===== config.mk =====
export PLATFORM = sky130hd
export DESIGN_NAME = seg_xlate
export DESIGN_NICKNAME = d
export VERILOG_FILES = /design/src/rtl/seg_xlate_pkg.sv /design/src/rtl/seg_range_chk.sv /design/src/rtl/seg_tbl_addr.sv /design/src/rtl/seg_entry_chk.sv /design/src/rtl/seg_xlate.sv
export SDC_FILE = /design/constraint.sdc
export NUM_CORES = 1
export LEC_CHECK = 0
export BUFFER_PORTS_ARGS = -buffer_cell sky130_fd_sc_hd__buf_2
export CAP_MARGIN = 5
export CORE_MARGIN = 3
export CORE_UTILIZATION = 46
export DETAILED_ROUTE_END_ITERATION = 7
export PLACE_DENSITY_LB_ADDON = 0.12
export RECOVER_POWER = 25
export SLEW_MARGIN = 20
export SYNTH_ARGS = -nofsm -noshare
export SYNTH_HDL_FRONTEND = slang
export SYNTH_SLANG_ARGS = --single-unit

===== constraint.sdc =====
create_clock -name clk_i -period 2.35 [get_ports clk_i]
set_input_delay 0.47 -clock clk_i [delete_from_list [all_inputs] [get_ports clk_i]]
set_output_delay 0.47 -clock clk_i [all_outputs]
set_load 0.02 [all_outputs]

===== src/rtl/seg_xlate_pkg.sv =====
package seg_xlate_pkg;
  localparam int ENT_W  = 64;
  localparam int BASE_W = 32;
  localparam int LIM_W  = 20;

  typedef enum logic [2:0] {
    FLT_NONE    = 3'd0,
    FLT_RANGE   = 3'd1,
    FLT_INVALID = 3'd2,
    FLT_LIMIT   = 3'd3,
    FLT_PERM    = 3'd4
  } fault_e;

  typedef enum logic [1:0] {
    ACC_RD  = 2'd0,
    ACC_WR  = 2'd1,
    ACC_EX  = 2'd2,
    ACC_RSV = 2'd3
  } acc_e;

  // packed MSB-first: x=55 w=54 r=53 v=52 lim=51:32 base=31:0
  typedef struct packed {
    logic              x;
    logic              w;
    logic              r;
    logic              v;
    logic [LIM_W-1:0]  lim;
    logic [BASE_W-1:0] base;
  } seg_ent_t;

  localparam int ENT_USED = $bits(seg_ent_t);
endpackage


===== src/rtl/seg_range_chk.sv =====
module seg_range_chk #(
  parameter int SEG_W = 8
) (
  input  logic [SEG_W-1:0] seg_i,
  input  logic [SEG_W:0]   cnt_i,
  output logic             ok_o
);
  assign ok_o = ({1'b0, seg_i} < cnt_i);
endmodule


===== src/rtl/seg_tbl_addr.sv =====
module seg_tbl_addr #(
  parameter int SEG_W     = 8,
  parameter int AW        = 32,
  parameter int ENT_BYTES = 8
) (
  input  logic [AW-1:0]    base_i,
  input  logic [SEG_W-1:0] seg_i,
  output logic [AW-1:0]    addr_o
);
  localparam int SH = $clog2(ENT_BYTES);
  assign addr_o = base_i + (AW'(seg_i) << SH);
endmodule


===== src/rtl/seg_entry_chk.sv =====
module seg_entry_chk import seg_xlate_pkg::*; #(
  parameter int OFF_W = 20,
  parameter int PA_W  = 32
) (
  input  logic [ENT_W-1:0] ent_i,
  input  logic [OFF_W-1:0] off_i,
  input  acc_e             acc_i,
  output fault_e           fault_o,
  output logic [PA_W-1:0]  pa_o
);
  localparam int CMP_W = (OFF_W > LIM_W) ? OFF_W : LIM_W;

  seg_ent_t   ent;
  logic [2:0] perm_bits;
  logic [2:0] acc_hit;
  logic       perm_ok;
  logic       over_lim;
  logic       spare_unused;

  assign ent          = seg_ent_t'(ent_i[ENT_USED-1:0]);
  assign spare_unused = ^ent_i[ENT_W-1:ENT_USED];
  assign perm_bits    = {ent.x, ent.w, ent.r};

  // one hit term per encoded access type; type 3 has none
  generate
    for (genvar i = 0; i < 3; i++) begin : g_perm
      assign acc_hit[i] = (acc_i == acc_e'(2'(i))) && perm_bits[i];
    end
  endgenerate

  assign perm_ok  = |acc_hit;
  assign over_lim = CMP_W'(off_i) >= CMP_W'(ent.lim);
  assign pa_o     = PA_W'(ent.base) + PA_W'(off_i);

  always_comb begin
    if (!ent.v)        fault_o = FLT_INVALID;
    else if (over_lim) fault_o = FLT_LIMIT;
    else if (!perm_ok) fault_o = FLT_PERM;
    else               fault_o = FLT_NONE;
  end
endmodule


===== src/rtl/seg_xlate.sv =====
module seg_xlate import seg_xlate_pkg::*; #(
  parameter int SEG_W = 8,
  parameter int OFF_W = 20,
  parameter int PA_W  = 32,
  parameter int AW    = 32
) (
  input  logic             clk_i,
  input  logic             rst_ni,
  input  logic             req_valid_i,
  output logic             req_ready_o,
  input  logic [SEG_W-1:0] req_seg_i,
  input  logic [OFF_W-1:0] req_off_i,
  input  logic [1:0]       req_acc_i,
  input  logic [AW-1:0]    tbl_base_i,
  input  logic [SEG_W:0]   seg_count_i,
  output logic             mem_req_o,
  output logic [AW-1:0]    mem_addr_o,
  input  logic             mem_rvalid_i,
  input  logic [ENT_W-1:0] mem_rdata_i,
  output logic             res_valid_o,
  output logic [PA_W-1:0]  res_addr_o,
  output logic [2:0]       res_fault_o
);
  typedef enum logic {ST_IDLE, ST_WAIT} state_e;

  state_e           state_q;
  logic [OFF_W-1:0] off_q;
  logic [1:0]       acc_q;
  logic             mem_req_q;
  logic [AW-1:0]    mem_addr_q;
  logic             res_valid_q;
  logic [PA_W-1:0]  res_addr_q;
  fault_e           res_fault_q;

  logic             seg_ok;
  logic [AW-1:0]    tbl_addr;
  fault_e           ent_fault;
  logic [PA_W-1:0]  ent_pa;

  seg_range_chk #(.SEG_W(SEG_W)) u_range (
    .seg_i (req_seg_i),
    .cnt_i (seg_count_i),
    .ok_o  (seg_ok)
  );

  seg_tbl_addr #(.SEG_W(SEG_W), .AW(AW), .ENT_BYTES(ENT_W / 8)) u_addr (
    .base_i (tbl_base_i),
    .seg_i  (req_seg_i),
    .addr_o (tbl_addr)
  );

  seg_entry_chk #(.OFF_W(OFF_W), .PA_W(PA_W)) u_ent (
    .ent_i   (mem_rdata_i),
    .off_i   (off_q),
    .acc_i   (acc_e'(acc_q)),
    .fault_o (ent_fault),
    .pa_o    (ent_pa)
  );

  always_ff @(posedge clk_i or negedge rst_ni) begin
    if (!rst_ni) begin
      state_q     <= ST_IDLE;
      off_q       <= '0;
      acc_q       <= '0;
      mem_req_q   <= 1'b0;
      mem_addr_q  <= '0;
      res_valid_q <= 1'b0;
      res_addr_q  <= '0;
      res_fault_q <= FLT_NONE;
    end else begin
      mem_req_q   <= 1'b0;
      res_valid_q <= 1'b0;
      unique case (state_q)
        ST_IDLE: begin
          if (req_valid_i) begin
            off_q <= req_off_i;
            acc_q <= req_acc_i;
            if (seg_ok) begin
              mem_req_q  <= 1'b1;
              mem_addr_q <= tbl_addr;
              state_q    <= ST_WAIT;
            end else begin
              // out-of-range segment: answer without a table read
              res_valid_q <= 1'b1;
              res_fault_q <= FLT_RANGE;
              res_addr_q  <= '0;
            end
          end
        end
        ST_WAIT: begin
          if (mem_rvalid_i) begin
            res_valid_q <= 1'b1;
            res_fault_q <= ent_fault;
            res_addr_q  <= (ent_fault == FLT_NONE) ? ent_pa : '0;
            state_q     <= ST_IDLE;
          end
        end
        default: state_q <= ST_IDLE;
      endcase
    end
  end

  assign req_ready_o = (state_q == ST_IDLE);
  assign mem_req_o   = mem_req_q;
  assign mem_addr_o  = mem_addr_q;
  assign res_valid_o = res_valid_q;
  assign res_addr_o  = res_addr_q;
  assign res_fault_o = res_fault_q;
endmodule


# Yosys cells after proc, flatten, opt, wreduce, memory -nomap -nowiden
# Cells that the tools add are included.
word_totals:
  register_bits: 92
  latchBits: 0
  mem_bits_rw: 0
  romBits: 0
  inputBits: 139
  out_inout_bits: 70
  word_cells: 48
  mem_count: 0
op_classes:
  add_sub_neg: 2
  multipliers: 0
  n_div: 0
  n_lt_le_gt_ge: 2
  n_eq_ne: 5
  n_shift: 0
  mux: 21
  n_bitwise: 1
  reduce_logical: 9
op_table:
  columns: ["op", "n"]
  rows:
  - ["32-bit 2-to-1 mux", 4]
  - ["32-bit case mux with 2 select lines", 1]
  - ["32-bit by 11-bit adder with 32-bit output", 1]
  - ["32-bit by 20-bit adder with 32-bit output", 1]
  - ["20-bit >= comparator", 1]
  - ["3-bit 2-to-1 mux", 6]
  - ["8-bit by 9-bit < comparator with 1-bit output", 1]
  - ["1-bit 2-to-1 mux", 7]
  - ["2-bit != test, second input constant", 3]
  - ["3-bit case mux with 2 select lines", 1]
  - ["3-bit AND reduction", 2]
  - ["1-bit case mux with 2 select lines", 2]
  - ["1-bit logical AND", 3]
  - ["3-bit logical NOT", 1]
  - ["3-bit OR reduction", 1]
  - ["2-bit by 1-bit equality test with 1-bit output, second input constant", 1]
  - ["2-bit equality test, second input constant", 1]
  - ["2-bit logical NOT", 1]
  - ["2-bit AND reduction", 1]
  - ["1-bit inverter", 1]

# Logic depth before layout (Yosys ltp)
# Gate-level depths: netlist (run 1).
depth:
  word_depth: 10
  depth_mapped: 11
  depth_no_buf: 10

# Hierarchy
# Synthesis (run 1) repeated with hierarchy kept, for this count alone.
hier_totals:
  hier_cells: 596
  area_unflattened_um2: 6493.7
by_module_without_submodules:
  columns: ["mod", "instances", "cells_per_inst", "area_per_inst_um2", "seq_area_each_um2"]
  rows:
  - ["seg_xlate", 1, 205, 3513.4, 2302.2]
  - ["seg_entry_chk", 1, 262, 1971.9, 0.0]
  - ["seg_tbl_addr", 1, 103, 807.0, 0.0]
  - ["seg_range_chk", 1, 26, 201.4, 0.0]

# Least setup slack after synthesis (run 1)
# OpenSTA, ideal clock, no wires.
synth_path:
  kind: "input to register"
  from: "input port mem_rdata_i[0]"
  to: "register res_addr_q[16], in the netlist res_addr_o[16]"
  setup_ps: 121
  arrival_ps: 2450
  required_ps: 2229
  path_slack_ps: -221
  path_stages: 9
  path_buffers: 0
  cell_sequence: "ha_1 fa_1 a21o_1 a221oi_1 o31a_2 nand3b_1 o21ai_0 xor2_1 a22o_1"
synth_between:
  elab_chain_cells: 4
synth_rtl:
  columns: ["item", "line", "text"]
  rows:
  - ["from (decl)", "seg_xlate.sv:19", "input logic [ENT_W-1:0] mem_rdata_i,"]
  - ["32-bit by 20-bit adder with 32-bit output", "seg_entry_chk.sv:33", "assign pa_o = PA_W'(ent.base) + PA_W'(off_i);"]
  - ["32-bit 2-to-1 mux", "seg_xlate.sv:94", "res_addr_q <= (ent_fault == FLT_NONE) ? ent_pa : '0;"]
  - ["32-bit 2-to-1 mux", "seg_xlate.sv:91", "if (mem_rvalid_i) begin"]
  - ["32-bit case mux with 2 select lines", "seg_xlate.sv:73", "unique case (state_q)"]
  - ["to (signal assigned)", "seg_xlate.sv:94", null]
  - ["to (decl)", "seg_xlate.sv:32", "logic [PA_W-1:0] res_addr_q;"]
# No other way between the ends. The select of a mux whose other input is x is not followed.
# A chain may end at the register's enable or synchronous reset.

# Worst setup path in the final report (run 1)
layout_path:
  from: "register off_q[1]"
  to: "register res_addr_q[15], in the netlist res_addr_o[15]"
layout_between:
  elab_chain_cells: 7
  word_cells_on_any_way: 8
  cone_classes: "add/sub (1); order compare (1); mux (5); reduce/logical (1)"
layout_rtl:
  columns: ["item", "line", "text"]
  rows:
  - ["from (decl)", "seg_xlate.sv:27", "logic [OFF_W-1:0] off_q;"]
  - ["from (signal assigned)", "seg_xlate.sv:76", "off_q <= req_off_i;"]
  - ["20-bit >= comparator", "seg_entry_chk.sv:32", "assign over_lim = CMP_W'(off_i) >= CMP_W'(ent.lim);"]
  - ["3-bit 2-to-1 mux", "seg_entry_chk.sv:37", "else if (over_lim) fault_o = FLT_LIMIT;"]
  - ["3-bit 2-to-1 mux", "seg_entry_chk.sv:36", "if (!ent.v) fault_o = FLT_INVALID;"]
  - ["3-bit logical NOT", "seg_xlate.sv:94", null]
  - ["32-bit 2-to-1 mux (*)", "seg_xlate.sv:94", null]
  - ["32-bit 2-to-1 mux (*)", "seg_xlate.sv:91", null]
  - ["32-bit case mux with 2 select lines (*)", "seg_xlate.sv:73", null]
# Mark *: on every way between the ends. The rest lies on a longest branch, timed or not. The select of a mux whose other input is x is not followed.

==> implementation parameters, run 1 <==
Parameter                              Value

Timing
  Clk_skew    0.009016 ns
  Time the worst path needs with I/O delays and setup    2.409 ns
  Achievable Freq    0.4151 GHz
  Relative slew slack    13.06%
  Hold Fails Final Rpt    0
  Final setup violation count    7
  Worst Max-Slew Pin Slew    1.304 ns
  RSZ-0062 raised after global routing    true
  Setup TNS    -0.2145 ns
  Post-route fraction of the period consumed by the critical path    102.5%
  Count of pins over their slew limit    0
  Worst Slack Setup Final    -0.05883 ns

Drt
  Final Routed Wirelength    17320 um
  Via count    5782
  Final antenna-violating net count    0
  Starting DRT DRC Count    309
  Vias per std cell    5.280
  Residual DRC count    0
  Initial DRT Pass Iterations    5
  Wirelength per Cell    15.82 um

Critical path
  Kind of cell with the highest combined delay on the critical path    compound AO/OA/AOI/OAI gates
  Max Fanout on Critical Path    3
  Critical path endpoint category    register
  R2R setup slack    -0.06 ns
  Worst EP arrival    2.64 ns
  Data required time at the worst endpoint    2.58 ns
  R2r worst-path depth    8
  Maximum single-stage delay on the critical path    0.43 ns
  Ordered cell list for the critical path    ha_4, a211oi_4, o21bai_4, o311ai_4, a21boi_2, o21a_1, or3_1, a32o_1
  Class of the most critical setup path    register to register
  Master of the slowest instance on the critical path    sky130_fd_sc_hd__dfrtp_1
  Critical path startpoint category    register
  Total stage count of the critical path    8
  Total buffers and inverters traversed by the critical path    0

Global routing
  Pin count of the biggest net entering global routing    46
  Antenna violations before repair    1
  First-pass GRT wire length    27790 um
  Vias in the first global route    5914
  Total grt overflow    0
  Global Route Usage Sum    23.70%

Floorplan
  Horiz. Die Dim    120.7 um
  Standard cell core area    12720 um^2
  Boundary pin count    209
  Site row count    41
  Die area    14570 um^2
  Die Height    120.7 um
  Effective utilization at floorplan    47.59%

Synthesis
  Synthesis-stage register bit count    92
  Post-synthesis instance area    6055 um^2
  Share of flip-flops with an asynchronous set or reset after synthesis    100.0%
  EDFF count, synth    0
  Cell variety after synth    65
  Number of warnings reported in the yosys synthesis log    0
  Sequential area share after synthesis    38.02%
  Syn Area/Cell    9.329 um^2
  Instance count of the mapped netlist    649
  Total nets after synthesis    845
  Most frequently used flop master after synthesis    sky130_fd_sc_hd__dfrtp_1

Clock tree
  Clock insertion delay at the later pin of the skew report    0.35 ns
  TritonCTS Buffers    9
  Clock tree root buffer cell    sky130_fd_sc_hd__clkbuf_16
  CTS tree    yes
  Number of buffers on the longest clock path    2
  Clk pin slew, worst setup/hold paths    0.07 ns
  Clock Sink Count    92
  H-tree depth    3

Pwr
  Leakage    4.333 nW
  IR drop worst, VDD    0.0004138 V
  Overall power    0.006737 W
  P per Cell Area    805.4 nW/um^2

Final layout
  Filler cell count    1070
  Antenna diodes    0
  FF+latch area    2302 um^2
  Most frequent standard cell in the layout excluding fill and tap cells    sky130_fd_sc_hd__buf_2
  Layout cell share with drive strength beyond 1    38.57%
  Net count reported at finish    1114
  Area used by multi-input combinational logic    3705 um^2
  Utilization after layout    65.76%
  Top library cells by usage in the layout, fill and taps aside    sky130_fd_sc_hd__buf_2, sky130_fd_sc_hd__nand2_1, sky130_fd_sc_hd__dfrtp_1, sky130_fd_sc_hd__buf_4, sky130_fd_sc_hd__ha_1
  Synth-to-layout area growth    38.17%

Run status
  Violated checks    setup timing
  Result of the run    complete, but fails checks

Placement
  Port Buffers    200
  Half-perimeter wire length after placement    13410 um
  Final RePlAce weighted congestion    0.8949
  Pre-CTS setup slack    -0.3586 ns

Worst hold path
  Worst hold path depth    3
  Type of the tightest min-delay check    input pin to register

Job
  Number of max-capacitance violations reported    0
[cell type report]
class | count | share of cell area, %
clock inverters | 4 | 0.6581
flip-flops and latches | 92 | 27.52
repair buffers | 281 | 19.89
inverters | 42 | 1.885
clock buffers | 12 | 3.186
multi-input cells | 492 | 44.29
well taps | 172 | 2.573
[power breakdown]
group | internal (W) | total, W | switching, W
clock | 0.000918 | 0.00156 | 0.000642
sequential | 0.00194 | 0.00218 | 0.000236
combinational | 0.00133 | 0.00300 | 0.00167
[cells by family (layout without fill, tap and decap cells)]
family,count (synthesis),in the layout,share of synthesized area (%)
AO/OA/AOI/OAI,168,168,20.67
XOR/XNOR,46,46,6.654
adder cells (fa/ha/maj),57,57,12.03
buffers and inverters,65,339,4.939
flip-flops,92,92,38.02
multiplexers,1,1,0.1653
AND/OR/NAND/NOR,220,220,17.52
[worst reg2reg max path: cells and delay by family (launching register included)]
kind | cells | cell delay, ns
AO/OA/AOI/OAI | 6 | 1.31
flip-flops | 1 | 0.43
AND/OR/NAND/NOR | 1 | 0.31
adder cells (fa/ha/maj) | 1 | 0.26
[stage by stage]
stage,instances,hold slack [ns],instance area [um^2]
detailed placement,1070,0.4002,7781
global route,1095,0.3110,8366
floorplan,649,0.1744,6113
finish,1095,0.3057,8366
global placement,1070,0.3956,7781
CTS,1091,0.02587,8252
[sequential cells by signal, summed over array words and instances, names as in the netlist]
register     count
state_q          1
mem_req_o        1
res_addr_o      32
res_valid_o      1
mem_addr_o      32
res_fault_o      3
acc_q            2
off_q           20
[path summary, 6_finish.rpt]
check                            endpoint          start
min                         mem_addr_o[0]  tbl_base_i[0]
min reg2reg                 mem_addr_o[0]  mem_addr_o[0]
max in group asynchronous       off_q[16]         rst_ni
max reg2reg                res_addr_o[15]       off_q[1]
min in group asynchronous        off_q[4]         rst_ni
max                        res_addr_o[15]       off_q[1]
[metal layers]
layer  vias to the layer above  global-route usage (%)  share of wire (%)
met5                         -                       0              0.040
met4                         2                   8.286                1.9
met3                        27                   5.566                6.9
met2                       181                   42.12                 51
met1                      2724                   27.97                 40
li1                       2848                       -                  -
[what timing repair did]
action,in CTS,in global routing
gates resized for setup,16,22
buffers inserted,5,4
pin swaps,23,24
hold endpoints to repair,0,0
endpoints found under the setup margin,32,34
hold buffers,0,0
[cell usage after synthesis, types with 4 or more instances]
cell type / instances / area (um^2)
sky130_fd_sc_hd__nand2_1: 123 / 461.7
sky130_fd_sc_hd__dfrtp_1: 92 / 2302
sky130_fd_sc_hd__ha_1: 55 / 688.2
sky130_fd_sc_hd__inv_1: 42 / 157.7
sky130_fd_sc_hd__o21ai_0: 37 / 185.2
sky130_fd_sc_hd__a22o_1: 31 / 271.5
sky130_fd_sc_hd__a21oi_1: 28 / 140.1
sky130_fd_sc_hd__xnor2_1: 25 / 219.0
sky130_fd_sc_hd__xor2_1: 21 / 183.9
sky130_fd_sc_hd__nor2_1: 20 / 75.07
sky130_fd_sc_hd__nand3_1: 16 / 80.08
sky130_fd_sc_hd__nand4_1: 13 / 81.33
sky130_fd_sc_hd__clkbuf_1: 12 / 45.04
sky130_fd_sc_hd__a21o_1: 11 / 82.58
sky130_fd_sc_hd__and3_1: 11 / 68.82
sky130_fd_sc_hd__o31ai_1: 8 / 60.06
sky130_fd_sc_hd__and3_2: 7 / 52.55
sky130_fd_sc_hd__o211ai_1: 6 / 45.04
sky130_fd_sc_hd__a211oi_1: 5 / 37.54
sky130_fd_sc_hd__a31oi_1: 5 / 31.28
sky130_fd_sc_hd__or4_1: 5 / 37.54
sky130_fd_sc_hd__buf_2: 4 / 20.02
sky130_fd_sc_hd__buf_6: 4 / 45.04
sky130_fd_sc_hd__nand2b_1: 4 / 25.02
sky130_fd_sc_hd__o21a_1: 4 / 30.03
sky130_fd_sc_hd__o21bai_1: 4 / 30.03
Note: power is estimated with default switching activity, not from simulation.
==> run 2, diff against run 1 <==
- PLACE_DENSITY: unset -> 0.84
- PLACE_DENSITY_LB_ADDON: 0.12 -> unset
==> implementation parameters, run 2 (synthesis gave the netlist of run 1 again) <==
Parameter                              Value

Timing
  Worst Slack Setup Final    -0.1546 ns (-0.09577 ns)
  Time the worst path needs with I/O delays and setup    2.505 ns (+0.09577 ns)
  Clk_skew    0.005865 ns (-0.003151 ns)
  Achievable Freq    0.3993 GHz (-3.8%)
  Final setup violation count    24 (+17)
  Post-route fraction of the period consumed by the critical path    106.6% (+4.1 points)
  Relative slew slack    -14.06% (-27 points)
  RSZ-0062 raised after global routing    true
  Hold Fails Final Rpt    0 (unchanged)
  Worst Hold Margin    0.3114 ns (+0.005661 ns)
  Worst Max-Slew Pin Slew    1.711 ns (+0.4069 ns)
  Count of pins over their slew limit    31 (+31)
  Setup TNS    -0.9014 ns (-0.6868 ns)

Critical path
  Master of the slowest instance on the critical path    sky130_fd_sc_hd__dfrtp_1
  Maximum single-stage delay on the critical path    0.43 ns (about the same)
  Critical path startpoint category    register
  Class of the most critical setup path    register to register
  Ordered cell list for the critical path    ha_4, fa_2, a21o_1, a221oi_2, o31a_2, nand3b_1, o21ai_1, xor2_1, a22o_1
  R2r worst-path depth    9 (+1)
  Kind of cell with the highest combined delay on the critical path    compound AO/OA/AOI/OAI gates
  Total buffers and inverters traversed by the critical path    0 (unchanged)
  R2R setup slack    -0.15 ns (-0.10 ns)
  Start of the worst register-to-register path    off_q[0]
  End of the worst register-to-register path    res_addr_o[16]
  Max Fanout on Critical Path    3 (unchanged)
  Worst EP arrival    2.73 ns (+0.09 ns)
  Critical path endpoint category    register
  Data required time at the worst endpoint    2.57 ns (about the same)

Final layout
  Total non-filler cell area in the finished layout    8487 um^2 (+1.5%)
  Number of non-filler instances in the completed layout    1099 (+0.37%)
  Layout cell share with drive strength beyond 1    38.77% (+0.20 points)
  Top library cells by usage in the layout, fill and taps aside    sky130_fd_sc_hd__buf_2, sky130_fd_sc_hd__nand2_1, sky130_fd_sc_hd__dfrtp_1, sky130_fd_sc_hd__buf_4, sky130_fd_sc_hd__ha_1
  Filler cell count    965 (-9.8%)
  Net count reported at finish    1118 (+0.36%)
  Most frequent standard cell in the layout excluding fill and tap cells    sky130_fd_sc_hd__buf_2
  Synth-to-layout area growth    40.17%

Global routing
  Antenna violations before repair    2 (+1)
  Pin count of the biggest net entering global routing    45 (-2.2%)
  First-pass GRT wire length    28230 um (+1.6%)
  Global Route Usage Sum    24.53% (+0.83 points)
  Total grt overflow    0 (unchanged)
  Vias in the first global route    6043 (+2.2%)

Pwr
  Net load switching power    0.002627 W (+3.0%)
  Sequential share of power    31.5% (-0.8 points)
  Design internal power    0.004362 W (+4.2%)
  Comb pwr share    44.6% (about the same)
  Overall power    0.006989 W (+3.7%)
  Switching power as a share of total power    37.59% (-0.26 points)
  IR drop worst, VDD    0.0004939 V (+19%)
  Leakage    4.370 nW (+0.84%)
  Share of power burned in the clock network    23.9% (+0.7 points)
  P per Cell Area    823.5 nW/um^2 (+2.2%)

Placement
  Post-Place Cell Area    7781 um^2 (unchanged)
  Final RePlAce weighted congestion    0.8683 (-3.0%)
  Port Buffers    200 (unchanged)
  Instance count after placement with tap cells included    1070 (unchanged)
  Half-perimeter wire length after placement    13080 um (-2.4%)

Clock tree
  Hold buffers post-CTS    0 (unchanged)
  H-tree depth    3 (unchanged)
  Clk pin slew, worst setup/hold paths    0.06 ns (about the same)
  Clock insertion delay at the later pin of the skew report    0.35 ns (about the same)
  TritonCTS Buffers    9 (unchanged)
  Number of buffers on the longest clock path    2 (unchanged)
  Clock tree root buffer cell    sky130_fd_sc_hd__clkbuf_16
  Clock Sink Count    92 (unchanged)
  CTS tree    yes

Floorplan
  Die area    14570 um^2 (unchanged)
  Die Height    120.7 um (unchanged)
  Boundary pin count    209 (unchanged)
  Standard cell core area    12720 um^2 (unchanged)
  Horiz. Die Dim    120.7 um (unchanged)
  Effective utilization at floorplan    47.59% (unchanged)
  Site row count    41 (unchanged)

Drt
  Final antenna-violating net count    0 (unchanged)
  Residual DRC count    0 (unchanged)
  Vias per std cell    5.551 (+5.1%)
  Starting DRT DRC Count    471 (+52%)
  Wirelength per Cell    17.35 um (+9.7%)
  Via count    6100 (+5.5%)
  Initial DRT Pass Iterations    6 (+1)
  Final Routed Wirelength    19070 um (+10%)

Run status
  Violated checks    capacitance limit, slew limit, setup timing
  Result of the run    complete, but fails checks

Worst hold path
  Startpoint of the worst hold path    tbl_base_i[1]
  Type of the tightest min-delay check    input pin to register
  Worst hold path depth    3 (unchanged)
  Hold EP    mem_addr_o[1]

Job
  Number of max-capacitance violations reported    1 (+1)
-- run 2: cell count changes in the layout (fill, tap and decap cells not counted), sizes merged --
cell,previous run,this run
inv,43,42
clkinv,1,0
bufinv,1,3
diode,0,1
buf,279,282
-- run 2: through the flow --
step / utilization (%) / setup WS, ns
after floorplan: - / -0.03014
after global placement: 61.16 / -0.2611
after detailed placement: 61.16 / -0.3256
after CTS: 65.32 / -0.02763
after global routing: 66.71 / -0.2344
final: 66.71 / -0.1546
-- run 2: how the worst max path moves through the flow --
stage,cells past startpoint,from,end
after floorplan,9,mem_rdata_i[0],res_addr_o[16]
after global placement,10,mem_rdata_i[1],res_addr_o[31]
after detailed placement,10,mem_rdata_i[1],res_addr_o[21]
after CTS,8,off_q[2],res_addr_o[19]
after global routing,9,off_q[0],res_addr_o[16]
final,9,off_q[0],res_addr_o[16]
-- run 2: timing repair --
item | 4_1_cts | 5_1_grt
setup endpoints to repair | 18 | 41
gates cloned | 2 | 1
pin swaps | 15 | 16
buffers inserted | 10 | 1
resized for setup | 14 | 20
endpoints found under the hold margin | 0 | 0
-- run 2: area by class of cell --
| cell class | count | area (um^2) | share of cell area (%) |
|---|---|---|---|
| clock buffer | 11 | 242.7 | 2.860 |
| timing repair buffer | 285 | 1740 | 20.51 |
| multi-input combinational | 492 | 3727 | 43.92 |
| tap | 172 | 215.2 | 2.536 |
| antenna | 1 | 2.502 | 0.02949 |
| inverter | 42 | 157.7 | 1.858 |
| clock inverter | 4 | 97.59 | 1.150 |
| sequential | 92 | 2303 | 27.14 |
-- run 2: tightest hold or removal path, cell delays in order --
cell,delay (ns)
sky130_fd_sc_hd__buf_2,0.08
sky130_fd_sc_hd__nand2_1,0.04
sky130_fd_sc_hd__nand2_1,0.04
-- run 2: power groups by stage --
stage,logic (W),clock network [W],registers [W]
finish,0.00312,0.00167,0.00220
global route,0.00339,0.00177,0.00224
CTS,0.00291,0.00170,0.00218
detailed placement,0.00278,0,0.00219
global placement,0.00270,0,0.00219
floorplan,0.00136,0,0.00250
-- run 2: metal layers --
| layer | track usage [%] | share of wire (%) |
|---|---|---|
| met4 | 10.06 | 3.9 |
| met3 | 5.706 | 8.6 |
| met1 | 28.41 | 37 |
| met5 | 0 | 0.068 |
| met2 | 43.52 | 50 |
==> run 3, diff against run 2 <==
- RECOVER_POWER: 25 -> unset
- REMOVE_ABC_BUFFERS: unset -> 1
==> implementation parameters, run 3 (synthesis gave the netlist of run 1 again) <==
Parameter                              Value

Run status
  Result of the run    complete, but fails checks
  Violated checks    setup timing

Timing
  Post-route fraction of the period consumed by the critical path    104.1% (-2.5 points)
  Clk_skew    0.01463 ns (+0.008768 ns)
  Time the worst path needs with I/O delays and setup    2.446 ns (-0.05858 ns)
  Final setup violation count    13 (-46%)
  Worst Slack Setup Final    -0.09602 ns (+0.05858 ns)
  Achievable Freq    0.4088 GHz (+2.4%)
  Count of pins over their slew limit    0 (-100%)
  RSZ-0062 raised after global routing    true
  Worst Max-Slew Pin Slew    0.6880 ns (-1.023 ns)
  Relative slew slack    54.13% (+68 points)
  Hold Fails Final Rpt    0 (unchanged)
  Setup TNS    -0.5976 ns (+0.3038 ns)

Clock tree
  Number of buffers on the longest clock path    2 (unchanged)
  TritonCTS Buffers    9 (unchanged)
  CTS tree    yes
  Clk pin slew, worst setup/hold paths    0.07 ns (about the same)
  Hold buffers post-CTS    0 (unchanged)
  H-tree depth    3 (unchanged)
  Clock insertion delay at the later pin of the skew report    0.35 ns (about the same)
  Clock Sink Count    92 (unchanged)
  Clock tree root buffer cell    sky130_fd_sc_hd__clkbuf_16

Drt
  Via count    5854 (-4.0%)
  Residual DRC count    0 (unchanged)
  Wirelength per Cell    15.89 um (-8.5%)
  Starting DRT DRC Count    363 (-23%)
  Final Routed Wirelength    17490 um (-8.3%)
  Vias per std cell    5.317 (-4.2%)
  Initial DRT Pass Iterations    4 (-2)
  Final antenna-violating net count    0 (unchanged)

Critical path
  Critical path startpoint category    register
  Maximum single-stage delay on the critical path    0.40 ns (-0.03 ns)
  Worst EP arrival    2.69 ns (-0.04 ns)
  Data required time at the worst endpoint    2.60 ns (+0.03 ns)
  Critical path endpoint category    register
  Ordered cell list for the critical path    ha_2, buf_4, a211oi_4, o21bai_4, o311ai_4, a21boi_2, o21a_1, or3_1, a32o_1
  Max Fanout on Critical Path    3 (unchanged)
  Master of the slowest instance on the critical path    sky130_fd_sc_hd__dfrtp_1
  Class of the most critical setup path    register to register

Final layout
  Utilization after layout    66.13% (-0.58 points)
  Most frequent standard cell in the layout excluding fill and tap cells    sky130_fd_sc_hd__buf_2
  Number of non-filler instances in the completed layout    1101 (+0.18%)
  Top library cells by usage in the layout, fill and taps aside    sky130_fd_sc_hd__buf_2, sky130_fd_sc_hd__nand2_1, sky130_fd_sc_hd__dfrtp_1, sky130_fd_sc_hd__buf_4, sky130_fd_sc_hd__ha_1
  Layout cell share with drive strength beyond 1    38.79% (about the same)
  Net count reported at finish    1120 (+0.18%)
  Synth-to-layout area growth    38.95%

Global routing
  Global Route Usage Sum    23.79% (-0.74 points)
  First-pass GRT wire length    27660 um (-2.0%)
  Pin count of the biggest net entering global routing    46 (+2.2%)
  Vias in the first global route    5864 (-3.0%)
  Total grt overflow    0 (unchanged)
  Antenna violations before repair    4 (+2)

Job
  Number of max-capacitance violations reported    0 (-1)

Pwr
  Leakage    4.363 nW (-0.14%)
  P per Cell Area    815.5 nW/um^2 (-0.97%)
  Overall power    0.006861 W (-1.8%)
  IR drop worst, VDD    0.0004375 V (-11%)

Floorplan
  Standard cell core area    12720 um^2 (unchanged)
  Horiz. Die Dim    120.7 um (unchanged)
  Effective utilization at floorplan    47.59% (unchanged)
  Die area    14570 um^2 (unchanged)
  Site row count    41 (unchanged)
  Die Height    120.7 um (unchanged)
  Boundary pin count    209 (unchanged)

Placement
  Pre-CTS setup slack    -0.4090 ns (-0.08332 ns)
  Final RePlAce weighted congestion    0.8744 (+0.70%)
  Port Buffers    200 (unchanged)
  Instance count after placement with tap cells included    1075 (+0.47%)
  Half-perimeter wire length after placement    12960 um (-0.90%)

Worst hold path
  Type of the tightest min-delay check    input pin to asynchronous set/reset pin
==> run 3: cell count changes in the layout (fill, tap and decap cells not counted), sizes merged <==
cell | before | now
clkinvlp | 1 | 0
clkbuf | 14 | 11
clkinv | 0 | 1
a21o | 12 | 13
buf | 282 | 286
==> run 3: worst paths after layout <==
| kind | endpoint | slack (ns) | from | depth (start not counted) |
|---|---|---|---|---|
| max | res_addr_o[15] | -0.1 | off_q[0] | 9 |
| min | mem_addr_o[16] | 0.04 | rst_ni | 1 |
| max reg2reg | res_addr_o[15] | -0.1 | off_q[0] | 9 |
| min reg2reg | mem_addr_o[1] | 0.47 | mem_addr_o[1] | 2 |
| max in group asynchronous | off_q[1] | 1.64 | rst_ni | 2 |
| min in group clk_i | off_q[19] | 0.30 | req_off_i[19] | 3 |
==> run 3: stage by stage <==
step                instance area [um^2]  hold slack, ns
detailed placement                  7762          0.4227
CTS                                 8299         0.04612
global route                        8413         0.04927
global placement                    7762          0.4189
finish                              8413         0.03654
floorplan                           5913          0.1744
==> run 3: what timing repair did <==
item	CTS	global route
cloned	0	1
pin swaps	14	24
setup buffers	5	4
endpoints found under the setup margin	25	39
gates resized for setup	24	22
==> run 3: final cells by class <==
type | instances | area [um^2]
antenna | 1 | 2.502
clock buffer | 11 | 232.7
clock inverter | 4 | 98.84
fill | 1012 | 4309
inverter | 42 | 157.7
multi-input combinational | 493 | 3695
sequential | 92 | 2305
tap | 172 | 215.2
timing repair buffer | 286 | 1707
==> run 3: routing by layer <==
layer	GRT usage, %	wire length (um)	vias to the layer above	share of wire [%]
li1	-	-	2862	-
met1	27.85	6953	2742	40
met2	42.79	9014	210	52
met3	6.642	1195	34	6.8
met4	6.161	295	6	1.7
met5	0	34	-	0.19
==> run 3: power breakdown <==
| part | switching, W | total, W | internal [W] |
|---|---|---|---|
| logic | 0.00167 | 0.00303 | 0.00136 |
| registers | 0.000245 | 0.00219 | 0.00194 |
| clock network | 0.000605 | 0.00164 | 0.00104 |
==> run 3: worst max-delay path, delay by kind of cell, from the launching register on <==
kind                     cells  cell delay [ns]
AO/OA/AOI/OAI                6             1.28
adder cells (fa/ha/maj)      1             0.20
buffers and inverters        1             0.15
flip-flops                   1             0.40
AND/OR/NAND/NOR              1             0.31
